[config.mk]
export PLATFORM = sky130hd
export DESIGN_NAME = cascade_timer
export DESIGN_NICKNAME = d
export VERILOG_FILES = /design/src/rtl/cascade_timer.sv
export SDC_FILE = /design/constraint.sdc
export NUM_CORES = 1
export LEC_CHECK = 0
export ABC_AREA = 1
export ABC_CLOCK_PERIOD_IN_PS = 4700
export BUFFER_PORTS_ARGS = -buffer_cell sky130_fd_sc_hd__buf_2
export CORE_UTILIZATION = 49
export CTS_BUF_LIST = sky130_fd_sc_hd__clkbuf_2 sky130_fd_sc_hd__clkbuf_4 sky130_fd_sc_hd__clkbuf_8
export DETAILED_ROUTE_END_ITERATION = 10
export PLACE_DENSITY = 0.66
export SLEW_MARGIN = 20
export SYNTH_ARGS = -nofsm -noshare
export SYNTH_HDL_FRONTEND = slang
export SYNTH_SLANG_ARGS = --single-unit
[constraint.sdc]
create_clock -name clk -period 4.7 [get_ports clk]
set_input_delay 0.705 -clock clk [delete_from_list [all_inputs] [get_ports clk]]
set_output_delay 0.705 -clock clk [all_outputs]
set_load 0.01 [all_outputs]
[src/rtl/cascade_timer.sv]
`timescale 1ns/1ps
module cascade_timer #(
  parameter int TW = 8,
  parameter int SYNC = 2,
  parameter logic [TW-1:0] DATA_RST = '1
) (
  input  logic          clk,
  input  logic          rst_n,
  input  logic          ext_clk_i,
  input  logic          wr_en,
  input  logic [2:0]    wr_addr,
  input  logic [TW-1:0] wr_data,
  output logic          irq_lo,
  output logic          irq_hi,
  output logic          cmp_out
);
  localparam int PW = 10;
  localparam int CW = 2 * TW;

  logic [1:0][2:0]    csel;
  logic               casc, oe;
  logic [1:0]         run, tick, wmode, wdata;
  logic [1:0][TW-1:0] cnt, dat;
  logic [1:0][PW-1:0] pre;
  logic [SYNC:0]      sh;
  logic               ext_rise, wclr, match_lo, match_hi;
  logic               wr_unused;

  function automatic logic [PW-1:0] div_mask(input logic [2:0] s);
    case (s)
      3'd0:    return PW'(1);
      3'd1:    return PW'(3);
      3'd2:    return PW'(7);
      3'd3:    return PW'(15);
      3'd4:    return PW'(63);
      3'd5:    return PW'(255);
      default: return PW'(1023);
    endcase
  endfunction

  assign wr_unused = &{1'b0, wr_data[TW-1:7]};
  assign ext_rise  = sh[SYNC-1] & ~sh[SYNC];
  assign wclr      = wr_en && (wr_addr == 3'd4);

  for (genvar i = 0; i < 2; i++) begin : g_tmr
    logic [PW-1:0] m;
    assign m        = div_mask(csel[i]);
    assign tick[i]  = run[i] & ((csel[i] == 3'b111) ? ext_rise : ((pre[i] & m) == m));
    assign wmode[i] = wr_en && (wr_addr == 3'(i));
    assign wdata[i] = wr_en && (wr_addr == 3'(i + 2));
  end

  assign match_lo = tick[0] & (casc ? (cnt == dat) : (cnt[0] == dat[0]));
  assign match_hi = tick[1] & ~casc & (cnt[1] == dat[1]);

  always_ff @(posedge clk or negedge rst_n)
    if (!rst_n) sh <= '0;
    else        sh <= {sh[SYNC-1:0], ext_clk_i};

  always_ff @(posedge clk or negedge rst_n) begin
    if (!rst_n) begin
      csel    <= '0;
      casc    <= 1'b0;
      oe      <= 1'b0;
      run     <= '0;
      cnt     <= '0;
      dat     <= {2{DATA_RST}};
      pre     <= '0;
      irq_lo  <= 1'b0;
      irq_hi  <= 1'b0;
      cmp_out <= 1'b0;
    end else begin
      for (int i = 0; i < 2; i++)
        if (run[i]) pre[i] <= pre[i] + PW'(1);

      if (casc) begin
        if (tick[0]) cnt <= match_lo ? '0 : cnt + CW'(1);
      end else begin
        for (int i = 0; i < 2; i++)
          if (tick[i]) cnt[i] <= (cnt[i] == dat[i]) ? '0 : cnt[i] + TW'(1);
      end

      for (int i = 0; i < 2; i++)
        if (wmode[i]) begin
          csel[i] <= wr_data[2:0];
          run[i]  <= wr_data[3] | wr_data[4];
          if (wr_data[3]) begin
            cnt[i] <= '0;
            pre[i] <= '0;
          end
        end

      if (wmode[0]) begin
        casc <= wr_data[5];
        oe   <= wr_data[6];
        if (wr_data[3] && wr_data[5]) cnt[1] <= '0;
      end

      for (int i = 0; i < 2; i++)
        if (wdata[i]) dat[i] <= wr_data;

      irq_lo  <= match_lo | (irq_lo & ~(wclr & wr_data[0]));
      irq_hi  <= match_hi | (irq_hi & ~(wclr & wr_data[1]));
      cmp_out <= cmp_out ^ (match_lo & oe);
    end
  end
endmodule


==> metrics.md, run 1 <==
| Metric | Value |
|---|---|
| WS Path Type | in -> reg |
| Effective utilization at floorplan | 50.6% |
| Core area | around 7700 µm² |
| Synth area leaders | dfrtp_1, nand2_1, dfstp_2 |
| Clk Latency, worst-skew pair | 350 ps |
| RSZ-0062 raised after global routing | no |
| Post-synth EDFFs | 0 |
| Sequential element share of the synthesized area | around 44% |
| Count of unique library cells instantiated by Yosys | 38 |
| Max_cap viols | 0 |
| Synth area leader | dfrtp_1 |
| Pwr/cell area | 547 nW/µm² |
| Post-synthesis instance total | approximately 530 |
| Mapped Area | approximately 3900 µm² |
| Max_slew headroom | between 50% and 60% |
| Final worst-path cycle share | between 40% and 50% |
| # hold bufs at CTS | 0 |
| Global-route wire length before repair | around 15000 µm |
| Hold Fails Final Rpt | 0 |
| Min-delay worst type | in -> async |
| Async set or reset register ratio after synthesis | 100% |
| Worst EP arrival | around 2500 ps |
| Vias per inst | 5.16 |
| Peak supply drop | around 0.27 mV |
| Io pins | 18 |
| Skew final | around 8.6 ps |
| Detailed placer's ending HPWL | ~6400 µm |
| Largest net degree at the start of global routing | 57 |
| Antenna violations before repair | 0 |
| Port bufs | 17 |
| Startpoint types | primary input |
| Post-CTS Setup Bufs | 0 |
| Initial DRC Count | 163 |
| Area grow syn2layout | 10.5% |
| Nets@finish | between 500 and 600 |
| Pleak | 2.09 nW |
| 1st-pass router iterations | 4 |
| CTS Buf Count | 9 |
| GPL Wtd Cong | ~0.86 |
| Die width | 91.1 µm |
| Top cell type's share of synthesized area | 33.5% |
| Die area | 8300 µm² |
| Drt drc | 0 |
| GRT overflow | 0 |
| Crit end category | register |
| Gr usage total | between 20% and 30% |
| Worst-Margin Slew | 688 ps |
| CTS tree | yes |
| Worst endpoint required time | approximately 5000 ps |
| Endpoints failing setup | 0 |
| Clock sinks | slightly below 70 |
| Synth Warn # | 0 |
| Worst-case clock buffer depth | 2 |
| Outcome | finished clean |
| Most used DFF post-synth | dfrtp_1 |
| Placed instance count | around 640 |
| Final setup TNS | 0 ps |
| Register bit total from synthesis | 68 |
| Avg Cell Area, Syn | ~7.4 µm² |
| Clock Pin Slew Worst Setup and Hold Paths | 80 ps |
| Vias in the first global route | 3218 |
| Final Critical Period | between 2000 and 2500 ps |
| Antenna Violating Nets Remaining | 0 |
| Drt total wl | roughly 8700 µm |
| Mean routed wirelength per cell | 13.3 µm |
| Most common cell in the netlist | nand2_1 |
| Die Y | about 90 µm |
| Via count | approximately 3.4k |
| Synth top cells by count | nand2_1, inv_1, nor2_1, dfrtp_1, o21ai_0 |
| Share of post-route cells with drive strength above 1 | about 12% |
| Net count after synthesis | 546 |
| CTS root buffer | clkbuf_8 |
| H-tree levels | 3 |
| Cell Rows | 32 |
| Worst Path Max Fanout | 13 |
| N_diodes | 0 |
| Peak Freq | around 440 MHz |
| Post_cts resized | 0 |
| Finished Layout Cells | between 600 and 700 |
| Max Slew Vio Count | 0 |
## state kept, by name, indices dropped and copies added, names as in the netlist
| name | cells |
|---|---|
| irq_lo | 1 |
| sh | 3 |
| run | 2 |
| irq_hi | 1 |
| csel | 6 |
| casc | 1 |
| cnt | 16 |
| oe | 1 |
| pre | 20 |
| dat | 16 |
| cmp_out | 1 |
## final cells by class
cell class | count | area (µm²)
Multi-Input combinational cell | 375 | 1840
Clock buffer | 12 | 159
Timing Repair Buffer | 18 | 92.6
Clock inverter | 4 | 72.6
Fill cell | 743 | 3390
Tap cell | 102 | 128
Sequential cell | 68 | 1720
Inverter | 75 | 282
## placed cells by master (no fill, tap or decap), types with 2 or more instances in the layout
cell type,count
a21oi_1,20
buf_2,17
bufinv_16,2
clkbuf_8,11
dfrtp_1,52
dfstp_2,16
ha_1,4
inv_1,72
inv_2,2
nand2_1,134
nand2_2,2
nand3_1,34
nand4_1,14
nor2_1,65
nor3_1,9
o211ai_1,3
o21ai_0,48
o21ai_1,3
or2_1,2
or2_2,3
xnor2_1,12
xor2_1,9
## critical path: stages
cell,delay [ps]
buf_2,100
inv_1,100
nor2_1,80
nand2_1,270
nor2_1,110
inv_1,320
o21ai_0,140
inv_1,110
nand2_1,90
nor2_1,300
nand2_1,100
nor2_1,100
## report_power, final
group	total, mW	internal (mW)	switching (mW)
Sequential	1.00	0.783	0.217
Clock	0.561	0.333	0.228
Combinational	0.787	0.309	0.479
## metal layers
| metal | global-route usage, % | vias up | share of wire, % |
|---|---|---|---|
| met5 | 0 | - | 0 |
| met4 | 9.92 | 0 | 2.0 |
| met3 | 3.27 | 14 | 3.2 |
| met2 | 36.2 | 63 | 44 |
| met1 | 32.5 | 1573 | 50 |
| li1 | - | 1726 | - |
## per-stage QoR
| stage | setup slack [ps] | utilization [%] | hold slack (ps) | area [µm²] | total power [mW] |
|---|---|---|---|---|---|
| finish | 2440 | 55.9 | 244 | 4300 | 2.35 |
| detailed placement | 2100 | 52.9 | 335 | 4070 | 1.79 |
| global placement | 2200 | 52.9 | 332 | 4070 | 1.77 |
| global route | 2140 | 55.9 | 252 | 4300 | 2.55 |
| CTS | 2450 | 55.9 | 247 | 4300 | 2.36 |
| floorplan | 2910 | - | 331 | 3890 | 1.59 |
## final timing paths
| check | from | to | slack (ps) | cells after the start |
|---|---|---|---|---|
| min in group clk | sh[0]$_DFF_PN0_ | sh[1]$_DFF_PN0_ | 350 | 0 |
| min | rst_n | cnt[6]$_DFF_PN0_ | 240 | 1 |
| max reg2reg | csel[2]$_DFFE_PN0P_ | cnt[4]$_DFF_PN0_ | 2710 | 8 |
| max | wr_en | cnt[10]$_DFF_PN0_ | 2440 | 12 |
| min reg2reg | sh[0]$_DFF_PN0_ | sh[1]$_DFF_PN0_ | 350 | 0 |
| max in group asynchronous | rst_n | sh[2]$_DFF_PN0_ | 3460 | 2 |
## logic make-up after synthesis
| family | after synthesis | synth area share, % |
|---|---|---|
| compound gates | 77 | 10.5 |
| xor+xnor | 21 | 4.73 |
| fa+ha+maj | 4 | 1.29 |
| buf+inv | 84 | 8.37 |
| flops | 68 | 44.3 |
| simple gates | 273 | 30.9 |
Note: power is estimated with default switching activity, not from simulation.
==> inputs of run 2 (changes only) <==
--- a/config.mk
+++ b/config.mk
@@ -6,7 +6,7 @@
 export NUM_CORES = 1
 export LEC_CHECK = 0
 export ABC_AREA = 1
-export ABC_CLOCK_PERIOD_IN_PS = 4700
+export ABC_CLOCK_PERIOD_IN_PS = 2100
 export BUFFER_PORTS_ARGS = -buffer_cell sky130_fd_sc_hd__buf_2
 export CORE_UTILIZATION = 49
 export CTS_BUF_LIST = sky130_fd_sc_hd__clkbuf_2 sky130_fd_sc_hd__clkbuf_4 sky130_fd_sc_hd__clkbuf_8
==> constraint.sdc (replaced) <==
create_clock -name clk -period 2.1 [get_ports clk]
set_input_delay 0.315 -clock clk [delete_from_list [all_inputs] [get_ports clk]]
set_output_delay 0.315 -clock clk [all_outputs]
set_load 0.01 [all_outputs]
==> run 2 against run 1 <==
Net effect:
- count of clock-buffer cells in the layout is 2 lower
- utilization increased by 1.3 points
- clock skew up 3.1 ps
- final cell count increased by 1.4%
- sequential cell count unchanged
- wire length rose by 3.1%
- sequential share of layout area is 0.92 points lower
- critical endpoint is now cnt[6]$_DFF_PN0_
==> metrics.md, run 2 (synthesis gave the netlist of run 1 again) <==
| Metric | Value |
|---|---|
| RSZ-0062 raised after global routing | no |
| Mean routed wirelength per cell | 13.6 µm (+1.7%) |
| Hold Fails Final Rpt | 0 (unchanged) |
| Nets@finish | 575 (+1.6%) |
| Startpoint types | register |
| Cell Rows | 32 (unchanged) |
| CTS root buffer | clkbuf_8 |
| Vias in the first global route | 3289 (+2.2%) |
| Peak supply drop | 0.795 mV (+190%) |
| Most common cell after layout, fill and taps aside | nand2_1 |
| Final worst-path cycle share | 89.6% |
| Crit end category | register |
| GPL Wtd Cong | 0.901 (+4.8%) |
| Die Y | 91.1 µm (unchanged) |
| Worst endpoint required time | 2340 ps (-2640 ps) |
| Min-delay worst type | in -> reg |
| CTS Buf Count | 9 (unchanged) |
| Pre-CTS setup slack | 121 ps (-1980 ps) |
| Final setup margin | 219 ps (-2220 ps) |
| Port bufs | 17 (unchanged) |
| Clk Latency, worst-skew pair | 360 ps (about the same) |
| Global-route wire length before repair | 15500 µm (+2.7%) |
| Share of post-route cells with drive strength above 1 | 13.9% (+1.8 points) |
| Skew final | 11.7 ps (+3.06 ps) |
| Effective utilization at floorplan | 50.6% (unchanged) |
| Design area | 4400 µm² (+2.4%) |
| Area grow syn2layout | 13.1% |
| Total chip power | 5.33 mW (+130%) |
| Worst EP arrival | 2120 ps (-420 ps) |
| Sequential power share | 40.9% (-1.7 points) |
| Net switching power | 2.13 mW (+130%) |
| Vias per inst | 5.15 (-0.25%) |
| Max_slew headroom | 61.7% (+7.6 points) |
| Drt drc | 0 (unchanged) |
| Pwr/cell area | 1210 nW/µm² (+120%) |
| Biggest regs | pre: 20 flops, cnt: 16 flops, dat: 16 flops |
| Antenna violations before repair | 0 (unchanged) |
| Peak Freq | ~530 MHz |
| Switching Share | 40.0% (+0.69 points) |
| GRT overflow | 0 (unchanged) |
| Initial DRC Count | 180 (+10%) |
| Gr usage total | 24.0% (+0.73 points) |
| Die width | 91.1 µm (unchanged) |
| Io pins | 18 (unchanged) |
| Outcome | finished clean |
| Clock power frac | 22.8% (-1.1 points) |
| Max Slew Vio Count | 0 (unchanged) |
| N_diodes | 0 (unchanged) |
| Final Critical Period | approximately 1900 ps |
| WS Path Type | reg -> reg |
| Antenna Violating Nets Remaining | 0 (unchanged) |
| Max_cap viols | 0 (unchanged) |
| WHS | 60.0 ps (-184 ps) |
| Largest net degree at the start of global routing | 69 (+21%) |
| Core area | 7690 µm² (unchanged) |
| Final setup TNS | 0 ps (unchanged) |
| Max FFs per register | 20 (unchanged) |
| Worst-case clock buffer depth | 2 (unchanged) |
| Worst-Margin Slew | 573 ps (-115 ps) |
| Via count | 3414 (+1.1%) |
| Pleak | 2.13 nW (+1.7%) |
| Int Pwr | 3.20 mW (+120%) |
| Largest register by flop count | pre |
| H-tree levels | 3 (unchanged) |
| Worst Path Max Fanout | 16 (+3) |
| CTS tree | yes |
| Die area | 8300 µm² (unchanged) |
| Endpoints failing setup | 0 (unchanged) |
| Drt total wl | 8990 µm (+3.1%) |
| Clock Pin Slew Worst Setup and Hold Paths | 80 ps (about the same) |
| Detailed placer's ending HPWL | 6610 µm (+3.4%) |
| 1st-pass router iterations | 4 (unchanged) |
| Commonest non-fill, non-tap cells in the layout | nand2_1, inv_1, nor2_1 |
| Placed cell areas | 4140 µm² (+1.8%) |
| Combinational share of power | 36.2% (+2.7 points) |
| Fill cell count | 743 (unchanged) |
| Clock sinks | 68 (unchanged) |
[run 2: path summary, 6_finish.rpt]
check | slack, ps | startpoint | cells after the start | end
max in group asynchronous | 1250 | rst_n | 3 | dat[10]$_DFFE_PN1P_
min in group asynchronous | 490 | rst_n | 3 | cnt[3]$_DFF_PN0_
hold / removal | 60 | ext_clk_i | 1 | sh[0]$_DFF_PN0_
setup / recovery | 220 | pre[2]$_DFF_PN0_ | 11 | cnt[6]$_DFF_PN0_
hold reg to reg | 360 | sh[0]$_DFF_PN0_ | 0 | sh[1]$_DFF_PN0_
setup reg to reg | 220 | pre[2]$_DFF_PN0_ | 11 | cnt[6]$_DFF_PN0_
[run 2: power groups by stage]
| stage | combinational (mW) | clock [mW] | sequential, mW |
|---|---|---|---|
| 2_1_floorplan | 1.48 | 0 | 2.08 |
| 3_3_place_gp | 1.86 | 0 | 2.19 |
| 3_5_place_dp | 1.90 | 0 | 2.20 |
| 4_1_cts | 1.91 | 1.23 | 2.18 |
| 5_1_grt | 2.25 | 1.30 | 2.24 |
| 6_report | 1.93 | 1.22 | 2.18 |
[run 2: through the flow]
stage,utilization [%],instances
floorplan,-,527
global placement,53.8,646
detailed placement,53.8,646
CTS,56.8,663
global route,57.2,663
finish,57.2,663
[run 2: layer usage]
metal	global-route usage (%)	up-vias	wire, µm
met2	37.6	82	4150
met3	3.60	11	406
met1	33.3	1576	4290
met5	0	-	0
met4	9.92	0	146
li1	-	1745	-
[run 2: what timing repair did]
action / in CTS / in global routing
buffers inserted: 0 / 0
endpoints found under the setup margin: 0 / 11
endpoints found under the hold margin: 18 / 0
gates resized for setup: 0 / 7
hold buffers: 1 / 0
[run 2: final cells by class]
type                            count  area, µm²  share of cell area [%]
Sequential cell                    68       1720                    39.1
Tap cell                          102        128                    2.90
Multi-Input combinational cell    375       1870                    42.5
Clock inverter                      6       88.8                    2.02
Inverter                           75        285                    6.49
Clock buffer                       10        131                    2.99
Timing Repair Buffer               27        175                    3.98
[run 2: critical path: stages (launching register included)]
cell and delay (ps):
dfrtp_1 420, nand2_2 80, inv_2 60, nand3b_1 100, o21ai_1 100, nand3_1 120, nand2_2 200, nand2_8 150
nor2_1 160, nand2_1 120, o211ai_2 160, nor2_1 80
==> inputs of run 3 (changes only) <==
--- a/config.mk
+++ b/config.mk
@@ -11,7 +11,8 @@
 export CORE_UTILIZATION = 49
 export CTS_BUF_LIST = sky130_fd_sc_hd__clkbuf_2 sky130_fd_sc_hd__clkbuf_4 sky130_fd_sc_hd__clkbuf_8
 export DETAILED_ROUTE_END_ITERATION = 10
-export PLACE_DENSITY = 0.66
+export HOLD_SLACK_MARGIN = 0.08
+export PLACE_DENSITY = 0.64
 export SLEW_MARGIN = 20
 export SYNTH_ARGS = -nofsm -noshare
 export SYNTH_HDL_FRONTEND = slang
==> run 3 against run 2 <==
Net effect:
- die area stayed put
- sequential cell count is the same
- count of clock-buffer cells in the layout is 1 lower
- combinational power is essentially flat
- setup slack lost 82 ps
- fmax shrank 4.2%
- highest routed layer unchanged
==> metrics.md, run 3 (synthesis gave the netlist of run 1 again) <==
| Metric | Value |
|---|---|
| Crit end category | register |
| Reg2Reg Setup Slack | 140 ps (-80 ps) |
| Vias in the first global route | 3315 (+0.79%) |
| Gr usage total | 24.4% (+0.46 points) |
| Post-CTS Setup Bufs | 0 (unchanged) |
| Die area | 8300 µm² (unchanged) |
| Initial DRC Count | 161 (-11%) |
| Via count | 3435 (+0.62%) |
| Die Y | 91.1 µm (unchanged) |
| Area grow syn2layout | 12.9% |
| N_diodes | 0 (unchanged) |
| Clock Pin Slew Worst Setup and Hold Paths | 80 ps (about the same) |
| Nets@finish | 576 (+0.17%) |
| Worst Path Max Fanout | 16 (unchanged) |
| Mean routed wirelength per cell | 13.7 µm (+1.2%) |
| Most common cell after layout, fill and taps aside | nand2_1 |
| Hold Fails Final Rpt | 0 (unchanged) |
| CTS Buf Count | 9 (unchanged) |
| Pwr/cell area | 1210 nW/µm² (about the same) |
| Max_cap viols | 0 (unchanged) |
| Io pins | 18 (unchanged) |
| Core area | 7690 µm² (unchanged) |
| Peak Freq | 509 MHz (-4.2%) |
| Pleak | 2.14 nW (+0.33%) |
| CTS tree | yes |
| Skew final | 9.33 ps (-2.37 ps) |
| CTS root buffer | clkbuf_8 |
| Startpoint types | register |
| Min-delay worst type | in -> reg |
| RSZ-0062 raised after global routing | no |
| Cells on worst reg2reg path | 12 (+1) |
| WHS Endpoint | csel[5]$_DFFE_PN0P_ |
| Fill cell count | 759 (+2.2%) |
| Commonest non-fill, non-tap cells in the layout | nand2_1, inv_1, nor2_1 |
| Biggest regs | pre: 20 flops, cnt: 16 flops, dat: 16 flops |
| Largest register by flop count | pre |
| Post-layout util | 57.1% (-0.11 points) |
| Worst-Margin Slew | 553 ps (-19.2 ps) |
| Outcome | finished clean |
| Cell Rows | 32 (unchanged) |
| WHS Path Cells | 3 (+2) |
| Share of post-route cells with drive strength above 1 | 13.9% (-0.025 points) |
| Drt total wl | 9110 µm (+1.3%) |
| Final worst-path cycle share | 93.5% (+3.9 points) |
| Clk Latency, worst-skew pair | 350 ps (about the same) |
| GRT overflow | 0 (unchanged) |
| Worst endpoint required time | 2340 ps (about the same) |
| Effective utilization at floorplan | 50.6% (unchanged) |
| Die width | 91.1 µm (unchanged) |
| Total chip power | 5.33 mW (-0.11%) |
| Global-route wire length before repair | 15800 µm (+1.9%) |
| Vias per inst | 5.17 (+0.46%) |
| Finished Layout Cells | 664 (+0.15%) |
| Port bufs | 17 (unchanged) |
| Clock sinks | 68 (unchanged) |
| Endpoints failing setup | 0 (unchanged) |
| Peak supply drop | 0.692 mV (-13%) |
| Max Slew Vio Count | 0 (unchanged) |
| Antenna violations before repair | 0 (unchanged) |
| WS Path Type | reg -> reg |
| FF-to-FF Start | pre[6]$_DFF_PN0_ |
| Drt drc | 0 (unchanged) |
| Largest net degree at the start of global routing | 69 (unchanged) |
| Max FFs per register | 20 (unchanged) |
| Final Critical Period | 1960 ps (+82.0 ps) |
| Max_slew headroom | 63.0% (+1.3 points) |
| GPL Wtd Cong | 0.865 (-4.0%) |
| Hold Crit Start | wr_data[2] |
| Placed instance count | 646 (unchanged) |
| Worst-case clock buffer depth | 2 (unchanged) |
| Antenna Violating Nets Remaining | 0 (unchanged) |
| Worst EP arrival | 2210 ps (+90 ps) |
| 1st-pass router iterations | 4 (unchanged) |
| Detailed placer's ending HPWL | 6770 µm (+2.3%) |
| Reg2reg end | cnt[8]$_DFF_PN0_ |
| Final setup TNS | 0 ps (unchanged) |
| H-tree levels | 3 (unchanged) |
==> run 3: per-layer routing <==
metal  global-route usage (%)  part of all wire, %
met2                     37.8                   45
met4                     8.99                  2.0
met5                        0                    0
met1                     34.1                   49
met3                     4.61                  3.9
==> run 3: how the worst max path moves through the flow <==
stage,slack [ps],to,from
after floorplan,560,cnt[12]$_DFF_PN0_,cnt[0]$_DFF_PN0_
after global placement,100,cnt[8]$_DFF_PN0_,csel[2]$_DFFE_PN0P_
after detailed placement,140,cnt[8]$_DFF_PN0_,pre[6]$_DFF_PN0_
after CTS,100,cnt[8]$_DFF_PN0_,pre[6]$_DFF_PN0_
after global routing,10,cnt[10]$_DFF_PN0_,csel[4]$_DFFE_PN0P_
final,140,cnt[8]$_DFF_PN0_,pre[6]$_DFF_PN0_
==> run 3: critical path, cell delays in order (launching register included) <==
cell        delay, ps
dfrtp_1           430
nand2_1            90
nand2_1            50
nand2_1            90
o21ai_1            90
nand3_1           100
nand2_2           130
nand2_4           240
clkinvlp_4        240
nand2_1           100
nand2_1            50
a21oi_1           170
nor2_1             70
==> run 3: repair_timing <==
| item | 4_1_cts | 5_1_grt |
|---|---|---|
| gates resized for setup | 0 | 3 |
| hold buffers | 2 | 0 |
| setup endpoints to repair | 0 | 15 |
| endpoints found under the hold margin | 53 | 0 |
==> run 3: layout make-up <==
cell class	count	area, µm²	area share [%]
timing repair buffer	28	185	4.22
multi-input combinational	375	1850	42.1
inverter	75	285	6.50
clock inverter	7	98.8	2.25
sequential	68	1720	39.2
clock buffer	9	124	2.82
tap	102	128	2.91
==> run 3: power breakdown <==
group / switching, mW / total [mW] / internal, mW
clock: 0.563 / 1.24 / 0.677
combinational: 1.16 / 1.90 / 0.746
sequential: 0.433 / 2.19 / 1.75
==> run 3: stage by stage <==
stage	hold WS, ps	instance area, µm²	setup WS [ps]
after detailed placement	345	4140	142
after global placement	348	4140	103
after global routing	226	4390	14.4
final	200	4390	137
after floorplan	19.4	3890	559
after CTS	190	4380	95.4
